==> config.mk <==
export PLATFORM = sky130hd
export DESIGN_NAME = bitband_bridge
export DESIGN_NICKNAME = d
export VERILOG_FILES = /design/src/rtl/bb_pkg.sv /design/src/rtl/bb_decode.sv /design/src/rtl/bb_bitlane.sv /design/src/rtl/bb_ctrl.sv /design/src/rtl/bitband_bridge.sv
export SDC_FILE = /design/constraint.sdc
export NUM_CORES = 1
export LEC_CHECK = 0
export BUFFER_PORTS_ARGS = -buffer_cell sky130_fd_sc_hd__buf_2
export CAP_MARGIN = 20
export CELL_PAD_IN_SITES_DETAIL_PLACEMENT = 0
export CELL_PAD_IN_SITES_GLOBAL_PLACEMENT = 1
export CORE_MARGIN = 1
export CORE_UTILIZATION = 33
export CTS_CLUSTER_SIZE = 16
export DETAILED_ROUTE_END_ITERATION = 6
export PLACE_DENSITY = 0.76
export REMOVE_ABC_BUFFERS = 1
export SYNTH_ARGS = -nofsm -noshare
export SYNTH_HDL_FRONTEND = slang
export SYNTH_HIERARCHICAL = 1
export SYNTH_SLANG_ARGS = --single-unit
export TNS_END_PERCENT = 30
==> constraint.sdc <==
create_clock -name clk -period 1.93 [get_ports clk]
set_input_delay 0.2895 -clock clk [delete_from_list [all_inputs] [get_ports clk]]
set_output_delay 0.2895 -clock clk [all_outputs]
set_load 0.02 [all_outputs]
==> src/rtl/bb_pkg.sv <==
package bb_pkg;
  localparam int SIZE_W = 3;
  // one alias word per backing bit: 8 bits per byte, 4 alias bytes per word
  localparam int ALIAS_SHIFT = 5;

  typedef enum logic [2:0] {
    ST_IDLE,
    ST_RD_REQ,
    ST_RD_WAIT,
    ST_WR_REQ,
    ST_WR_WAIT,
    ST_RESP
  } bb_state_e;

  function automatic logic size_is_legal(input logic [SIZE_W-1:0] sz);
    return (sz == 3'd1) || (sz == 3'd2) || (sz == 3'd4);
  endfunction
endpackage

==> src/rtl/bb_decode.sv <==
module bb_decode import bb_pkg::*; #(
  parameter int ADDR_W = 32,
  parameter int DATA_W = 32,
  parameter int WIN_LOG2 = 25,
  parameter int NUM_WIN = 2,
  parameter logic [NUM_WIN*ADDR_W-1:0] ALIAS_BASES = {32'h4200_0000, 32'h2200_0000},
  parameter logic [NUM_WIN*ADDR_W-1:0] BACK_BASES  = {32'h4000_0000, 32'h2000_0000},
  localparam int BIT_W = $clog2(DATA_W)
) (
  input  logic [ADDR_W-1:0] addr,
  input  logic [SIZE_W-1:0] size,
  output logic              hit,
  output logic              size_ok,
  output logic [ADDR_W-1:0] baddr,
  output logic [BIT_W-1:0]  bitpos
);
  localparam int TAG_W = ADDR_W - WIN_LOG2;

  logic [NUM_WIN-1:0] win_hit;
  logic [ADDR_W-1:0]  sel_base;
  logic [ADDR_W-1:0]  off_ext;
  logic [ADDR_W-1:0]  raw_addr;
  logic [BIT_W:0]     lane_bits;
  logic [BIT_W-1:0]   lane_mask;

  for (genvar g = 0; g < NUM_WIN; g++) begin : g_win
    assign win_hit[g] = (addr[ADDR_W-1:WIN_LOG2] ==
                         ALIAS_BASES[g*ADDR_W+WIN_LOG2 +: TAG_W]);
  end

  // lowest-numbered window wins if parameters ever overlap
  always_comb begin
    sel_base = '0;
    for (int i = NUM_WIN - 1; i >= 0; i--) begin
      if (win_hit[i]) sel_base = BACK_BASES[i*ADDR_W +: ADDR_W];
    end
  end

  assign hit      = |win_hit;
  assign size_ok  = size_is_legal(size) && (int'(size) <= DATA_W / 8);
  assign off_ext  = ADDR_W'(addr[WIN_LOG2-1:0]);
  assign raw_addr = sel_base | (off_ext >> ALIAS_SHIFT);
  assign baddr    = raw_addr & ~(ADDR_W'(size) - ADDR_W'(1));

  assign lane_bits = (BIT_W+1)'(size) << 3;
  assign lane_mask = BIT_W'(lane_bits - (BIT_W+1)'(1));
  assign bitpos    = addr[BIT_W+1:2] & lane_mask;
endmodule

==> src/rtl/bb_bitlane.sv <==
module bb_bitlane #(
  parameter int DATA_W = 32,
  localparam int BIT_W = $clog2(DATA_W)
) (
  input  logic [DATA_W-1:0] word_in,
  input  logic [BIT_W-1:0]  bitpos,
  input  logic              set_val,
  output logic              bit_out,
  output logic [DATA_W-1:0] word_out
);
  // little-endian lanes: index = 8*byte + bit maps straight onto the word
  always_comb begin
    word_out         = word_in;
    word_out[bitpos] = set_val;
  end
  assign bit_out = word_in[bitpos];
endmodule

==> src/rtl/bb_ctrl.sv <==
module bb_ctrl import bb_pkg::*; #(
  parameter int ADDR_W = 32,
  parameter int DATA_W = 32,
  localparam int BIT_W = $clog2(DATA_W)
) (
  input  logic              clk,
  input  logic              rst_n,
  input  logic              s_req_valid,
  output logic              s_req_ready,
  input  logic              s_req_we,
  input  logic              s_req_wbit,
  input  logic              acc_ok,
  input  logic [ADDR_W-1:0] dec_baddr,
  input  logic [SIZE_W-1:0] dec_size,
  input  logic [BIT_W-1:0]  dec_bitpos,
  output logic              s_rsp_valid,
  input  logic              s_rsp_ready,
  output logic [DATA_W-1:0] s_rsp_rdata,
  output logic              s_rsp_err,
  output logic              m_req_valid,
  input  logic              m_req_ready,
  output logic [ADDR_W-1:0] m_req_addr,
  output logic [SIZE_W-1:0] m_req_size,
  output logic              m_req_we,
  output logic [DATA_W-1:0] m_req_wdata,
  input  logic              m_rsp_valid,
  input  logic              m_rsp_err,
  input  logic              lane_bit,
  input  logic [DATA_W-1:0] lane_word,
  output logic [BIT_W-1:0]  bitpos_q,
  output logic              wbit_q
);
  bb_state_e         state;
  logic              we_q;
  logic [ADDR_W-1:0] baddr_q;
  logic [SIZE_W-1:0] size_q;
  logic [DATA_W-1:0] wdata_q;
  logic [DATA_W-1:0] rsp_data_q;
  logic              rsp_err_q;

  always_ff @(posedge clk or negedge rst_n) begin
    if (!rst_n) begin
      state      <= ST_IDLE;
      we_q       <= 1'b0;
      wbit_q     <= 1'b0;
      baddr_q    <= '0;
      size_q     <= '0;
      bitpos_q   <= '0;
      wdata_q    <= '0;
      rsp_data_q <= '0;
      rsp_err_q  <= 1'b0;
    end else begin
      unique case (state)
        ST_IDLE: begin
          if (s_req_valid) begin
            we_q     <= s_req_we;
            wbit_q   <= s_req_wbit;
            baddr_q  <= dec_baddr;
            size_q   <= dec_size;
            bitpos_q <= dec_bitpos;
            if (acc_ok) begin
              state <= ST_RD_REQ;
            end else begin
              rsp_err_q  <= 1'b1;
              rsp_data_q <= '0;
              state      <= ST_RESP;
            end
          end
        end
        ST_RD_REQ: if (m_req_ready) state <= ST_RD_WAIT;
        ST_RD_WAIT: begin
          if (m_rsp_valid) begin
            if (m_rsp_err) begin
              rsp_err_q  <= 1'b1;
              rsp_data_q <= '0;
              state      <= ST_RESP;
            end else if (we_q) begin
              wdata_q <= lane_word;
              state   <= ST_WR_REQ;
            end else begin
              rsp_err_q  <= 1'b0;
              rsp_data_q <= DATA_W'(lane_bit);
              state      <= ST_RESP;
            end
          end
        end
        ST_WR_REQ: if (m_req_ready) state <= ST_WR_WAIT;
        ST_WR_WAIT: begin
          if (m_rsp_valid) begin
            rsp_err_q  <= m_rsp_err;
            rsp_data_q <= '0;
            state      <= ST_RESP;
          end
        end
        ST_RESP: if (s_rsp_ready) state <= ST_IDLE;
        default: state <= ST_IDLE;
      endcase
    end
  end

  assign s_req_ready = (state == ST_IDLE);
  assign s_rsp_valid = (state == ST_RESP);
  assign s_rsp_rdata = rsp_data_q;
  assign s_rsp_err   = rsp_err_q;
  assign m_req_valid = (state == ST_RD_REQ) || (state == ST_WR_REQ);
  assign m_req_we    = (state == ST_WR_REQ);
  assign m_req_addr  = baddr_q;
  assign m_req_size  = size_q;
  assign m_req_wdata = (state == ST_WR_REQ) ? wdata_q : '0;


  rsp_hold_chk: assert property (@(posedge clk) disable iff (!rst_n)
    (s_rsp_valid && !s_rsp_ready) |=> (s_rsp_valid && $stable(s_rsp_rdata) && $stable(s_rsp_err)));

  mreq_hold_chk: assert property (@(posedge clk) disable iff (!rst_n)
    (m_req_valid && !m_req_ready) |=> (m_req_valid && $stable(m_req_addr) &&
                                      $stable(m_req_size) && $stable(m_req_we)));

  single_flight_chk: assert property (@(posedge clk) disable iff (!rst_n)
    s_req_ready |-> !(m_req_valid || s_rsp_valid));

  legal_size_chk: assert property (@(posedge clk) disable iff (!rst_n)
    m_req_valid |-> size_is_legal(m_req_size));

  aligned_addr_chk: assert property (@(posedge clk) disable iff (!rst_n)
    m_req_valid |-> ((m_req_addr & (ADDR_W'(m_req_size) - ADDR_W'(1))) == '0));

  rdata_upper_zero_chk: assert property (@(posedge clk) disable iff (!rst_n)
    s_rsp_valid |-> (s_rsp_rdata[DATA_W-1:1] == '0));

  no_write_after_rd_err_chk: assert property (@(posedge clk) disable iff (!rst_n)
    (state == ST_RD_WAIT && m_rsp_valid && m_rsp_err) |=> !m_req_valid);
endmodule

==> src/rtl/bitband_bridge.sv <==
module bitband_bridge import bb_pkg::*; #(
  parameter int ADDR_W = 32,
  parameter int DATA_W = 32,
  parameter int WIN_LOG2 = 25,
  parameter int NUM_WIN = 2,
  parameter logic [NUM_WIN*ADDR_W-1:0] ALIAS_BASES = {32'h4200_0000, 32'h2200_0000},
  parameter logic [NUM_WIN*ADDR_W-1:0] BACK_BASES  = {32'h4000_0000, 32'h2000_0000}
) (
  input  logic              clk,
  input  logic              rst_n,
  input  logic              enable,
  input  logic              s_req_valid,
  output logic              s_req_ready,
  input  logic [ADDR_W-1:0] s_req_addr,
  input  logic [SIZE_W-1:0] s_req_size,
  input  logic              s_req_we,
  input  logic [DATA_W-1:0] s_req_wdata,
  output logic              s_rsp_valid,
  input  logic              s_rsp_ready,
  output logic [DATA_W-1:0] s_rsp_rdata,
  output logic              s_rsp_err,
  output logic              m_req_valid,
  input  logic              m_req_ready,
  output logic [ADDR_W-1:0] m_req_addr,
  output logic [SIZE_W-1:0] m_req_size,
  output logic              m_req_we,
  output logic [DATA_W-1:0] m_req_wdata,
  input  logic              m_rsp_valid,
  input  logic [DATA_W-1:0] m_rsp_rdata,
  input  logic              m_rsp_err
);
  localparam int BIT_W = $clog2(DATA_W);

  logic              dec_hit;
  logic              dec_size_ok;
  logic [ADDR_W-1:0] dec_baddr;
  logic [BIT_W-1:0]  dec_bitpos;
  logic              acc_ok;
  logic [BIT_W-1:0]  bitpos_q;
  logic              wbit_q;
  logic              lane_bit;
  logic [DATA_W-1:0] lane_word;

  bb_decode #(
    .ADDR_W(ADDR_W), .DATA_W(DATA_W), .WIN_LOG2(WIN_LOG2), .NUM_WIN(NUM_WIN),
    .ALIAS_BASES(ALIAS_BASES), .BACK_BASES(BACK_BASES)
  ) u_decode (
    .addr(s_req_addr), .size(s_req_size), .hit(dec_hit), .size_ok(dec_size_ok),
    .baddr(dec_baddr), .bitpos(dec_bitpos)
  );

  assign acc_ok = enable && dec_hit && dec_size_ok;

  bb_bitlane #(.DATA_W(DATA_W)) u_lane (
    .word_in(m_rsp_rdata), .bitpos(bitpos_q), .set_val(wbit_q),
    .bit_out(lane_bit), .word_out(lane_word)
  );

  bb_ctrl #(.ADDR_W(ADDR_W), .DATA_W(DATA_W)) u_ctrl (
    .clk(clk), .rst_n(rst_n),
    .s_req_valid(s_req_valid), .s_req_ready(s_req_ready), .s_req_we(s_req_we),
    .s_req_wbit(s_req_wdata[0]), .acc_ok(acc_ok), .dec_baddr(dec_baddr),
    .dec_size(s_req_size), .dec_bitpos(dec_bitpos),
    .s_rsp_valid(s_rsp_valid), .s_rsp_ready(s_rsp_ready),
    .s_rsp_rdata(s_rsp_rdata), .s_rsp_err(s_rsp_err),
    .m_req_valid(m_req_valid), .m_req_ready(m_req_ready), .m_req_addr(m_req_addr),
    .m_req_size(m_req_size), .m_req_we(m_req_we), .m_req_wdata(m_req_wdata),
    .m_rsp_valid(m_rsp_valid), .m_rsp_err(m_rsp_err),
    .lane_bit(lane_bit), .lane_word(lane_word),
    .bitpos_q(bitpos_q), .wbit_q(wbit_q)
  );


  disabled_no_access_chk: assert property (@(posedge clk) disable iff (!rst_n)
    (s_req_valid && s_req_ready && !enable) |=> !m_req_valid);
endmodule

==> results_dict.tcl <==
set metrics [dict create \
    tightestPinTransition_ns 0.958 \
    die_width_microns 124 \
    synth_xor_area_share_pct 0.355 \
    setup_tns_ns -0.0351 \
    clock_sinks 79 \
    cp_max_fo 4 \
    cts_buffers 9 \
    synth_top_family_by_area "multiplexers" \
    r2r-end "u_ctrl/s_rsp_rdata[0]$_DFFE_PN0P_" \
    whs_endpoint "u_ctrl/we_q$_DFFE_PN0P_" \
    cts_tree "yes" \
    worst_slack_ns -0.0351 \
    drive_above_1_share_pct 56.6 \
    hold_path_depth 2 \
    rsz0062_at_grt "yes" \
    maxCapViolations 0 \
    dr.pass1.iters 4 \
    critPathArrivalTime_ns 2.19 \
    clock_power_share_pct 19.5 \
    min_from "s_req_we" \
    relSlewSlack_pct 36.2 \
    setup-violations-final 1 \
    clk_pin_slew_ns 0.07 \
    grt_pass1_vias 3846 \
    row_count 44 \
    required_ns 2.15 \
    die-area_sq_um 15400 \
    synth_seq_cells 79 \
    wl_microns 12000 \
    seq_power_share_pct 33.4 \
    coreArea_sq_um 14500 \
    fillers 1400 \
    cellLeakagePower_nw 3.14 \
    synth.top_cell.area_share_pct 40.1 \
    peakVddDrop_v 0.000779 \
    grt_max_degree 43 \
    period_share_pct 102 \
    hpwl_microns 8740 \
    wl_per_cell_microns 15.1 \
    cts-root-buf "clkbuf_16" \
    syn-instance-count 437 \
    die_h_microns 124 \
    p_int_mw 5.44 \
    synth_top_area_cell "dfrtp_1" \
    r2r_slack_ns -0.04 \
    cp-end-kind "register" \
    ant_nets 0 \
    synth_compound_area_share_pct 2.94 \
    fmax_mhz 509 \
    boundaryPins 212 \
    violations "negative setup slack" \
    synth_ff_type "dfrtp_1" \
    via_per_inst 4.66 \
    cts.path.max_buffers 2 \
    power.net_switching_mw 3.30 \
    track_usage_pct 15.7 \
    seq_area_frac_synth_pct 40.1 \
    status "finished, violations left" \
    yosys.area_share.simple_pct 17.0 \
    num-nets-final 717 \
    comb_power_share_pct 47.1 \
    syn_area_sq_um 4930 \
    dp_slack_ns -0.196 \
    path_class "register to register" \
    synthArstFlopShare_pct 100 \
    clock_skew_ns 0.00829 \
    drt_iter0_drc 107 \
    yosys-top-cells-area "dfrtp_1 40%, mux2_2 24%, buf_4 6.9%" \
    vias 3708 \
    cellPowerDensity_nw_per_um2 1370 \
    worstReg2RegStart "u_ctrl/bitpos_q[0]$_DFFE_PN0P_" \
    start_kind "register" \
    io_buffers 147 \
    synth-edff-count 0 \
    yosys_warnings 6 \
    gr-total-overflow 0 \
    grt_antenna_before_repair 1 \
    rr_worst_depth 5 \
    fin_crit_ns 1.97 \
    area_growth_pct 29.3 \
    yosysUniqueCellTypes 47 \
    n_antenna_cell 0 \
    route.detailed.drc 0 \
    gp_congestion 0.757 \
    synthAdderAreaFrac_pct 0.762 \
    worst_skew_pair.late_latency_ns 0.34 \
    htree_levels 3 \
    initial_core_util_pct 33.9 \
    grt_pass1_wl_microns 19300 \
    syn_avg_cell_area_sq_um 11.3 \
    muxShareOfSynthArea_pct 28.3 \
    p_sw_share_pct 37.8 \
    final_hold_viol_count 0 \
    slew_violations 0 \
    hold_class "input port to register" \
]
## power groups by stage
| stage | Clock [mW] | Sequential (mW) | Combinational (mW) |
|---|---|---|---|
| final | 1.71 | 2.92 | 4.11 |
| after floorplan | 0 | 3.39 | 1.81 |
| after detailed placement | 0 | 2.94 | 3.87 |
| after global routing | 1.83 | 3.02 | 4.44 |
| after global placement | 0 | 2.89 | 3.80 |
| after CTS | 1.77 | 2.93 | 3.95 |
## through the flow
step                instances  cell area [sq um]  power (mW)  utilization [%]  hold slack, ns
global placement          773               5900        6.69             40.6           0.293
finish                    795               6370        8.74             43.8           0.185
CTS                       791               6250        8.65             43.0           0.168
detailed placement        773               5900        6.81             40.6           0.309
floorplan                 405               4590        5.21                -        -0.00609
global route              795               6370        9.28             43.8           0.167
## layer usage
layer  global-route usage, %  routed length [microns]  vias up
met1                    18.7                     5030     1789
li1                        -                        -     1760
met2                    26.1                     5940      142
met4                    4.89                      146        2
met3                    5.60                      883       15
met5                       0                       10        -
## cells in the final DEF (no fill, tap or decap), drive strengths merged, types with 2 or more instances in the layout
| master | instances |
|---|---|
| nor2b | 13 |
| nor4 | 2 |
| ha | 3 |
| nand2b | 8 |
| clkinv | 5 |
| mux2 | 108 |
| and3 | 2 |
| nor3b | 3 |
| mux4 | 3 |
| dfrtp | 79 |
| o21ai | 4 |
| clkbuf | 10 |
| nand3b | 6 |
| nand3 | 3 |
| nor3 | 16 |
| or3b | 3 |
| mux2i | 11 |
| o211ai | 2 |
| and2b | 8 |
| o22ai | 4 |
| nand2 | 8 |
| conb | 41 |
| a211oi | 3 |
| nor2 | 24 |
| and2 | 34 |
| buf | 188 |
| inv | 6 |
## how the worst max path moves through the flow
stage                              startpoint                           endpoint  slack (ns)  cells after the start
6_report       u_ctrl/bitpos_q[0]$_DFFE_PN0P_  u_ctrl/s_rsp_rdata[0]$_DFFE_PN0P_       -0.04                      5
3_3_place_gp   u_ctrl/bitpos_q[0]$_DFFE_PN0P_  u_ctrl/s_rsp_rdata[0]$_DFFE_PN0P_       -0.19                      8
4_1_cts        u_ctrl/bitpos_q[0]$_DFFE_PN0P_  u_ctrl/s_rsp_rdata[0]$_DFFE_PN0P_       -0.04                      8
2_1_floorplan  u_ctrl/bitpos_q[0]$_DFFE_PN0P_  u_ctrl/s_rsp_rdata[0]$_DFFE_PN0P_       -0.44                      5
3_5_place_dp   u_ctrl/bitpos_q[0]$_DFFE_PN0P_  u_ctrl/s_rsp_rdata[0]$_DFFE_PN0P_       -0.20                      8
5_1_grt        u_ctrl/bitpos_q[0]$_DFFE_PN0P_  u_ctrl/s_rsp_rdata[0]$_DFFE_PN0P_       -0.12                      8
## area by class of cell
cell class / instances / area (sq um) / area share (%)
clock buffers: 9 / 225 / 3.53
multi-input cells: 320 / 2680 / 42.0
repair buffers: 190 / 1160 / 18.3
flip-flops and latches: 79 / 1980 / 31.1
inverters: 6 / 22.5 / 0.353
clock inverters: 7 / 73.8 / 1.16
well taps: 184 / 230 / 3.61
## state kept, by name, summed over array words and instances, names as in the netlist, 3 cells and up
register,count
u_ctrl/m_req_addr,32
u_ctrl/wdata_q,32
u_ctrl/bitpos_q,5
u_ctrl/m_req_size,3
u_ctrl/state,3
## cell families after synthesis
group / count (synthesis)
adder cells (fa/ha/maj): 3
AO/OA/AOI/OAI: 18
AND/OR/NAND/NOR: 134
other: 2
multiplexers: 122
buffers and inverters: 77
XOR/XNOR: 2
flip-flops: 79
## cells in the mapped netlist (4+ instances only)
library cell,n
mux2_2,103
dfrtp_1,79
buf_4,45
and2_1,34
nor2_1,24
nor2b_1,13
buf_2,12
mux2i_1,11
nor3_1,10
clkbuf_1,9
and2b_1,8
nand2_1,8
nand2b_1,7
buf_6,5
inv_1,5
mux2_1,5
nand3b_1,5
o21ai_0,4
## timing repair
item / in CTS / in global routing
cloned: 0 / 1
endpoints found under the setup margin: 34 / 29
hold buffers: 1 / 0
resized for setup: 10 / 20
pin swaps: 3 / 3
endpoints found under the hold margin: 35 / 0
buffers inserted: 2 / 3
## worst max-delay path, stage by stage, from the launching register on
cell       delay, ns
dfrtp_2         0.44
mux4_2          0.52
a211oi_2        0.30
o2111ai_2       0.17
nor3b_1         0.16
mux2_2          0.25
(Power assumes the default switching activity.)
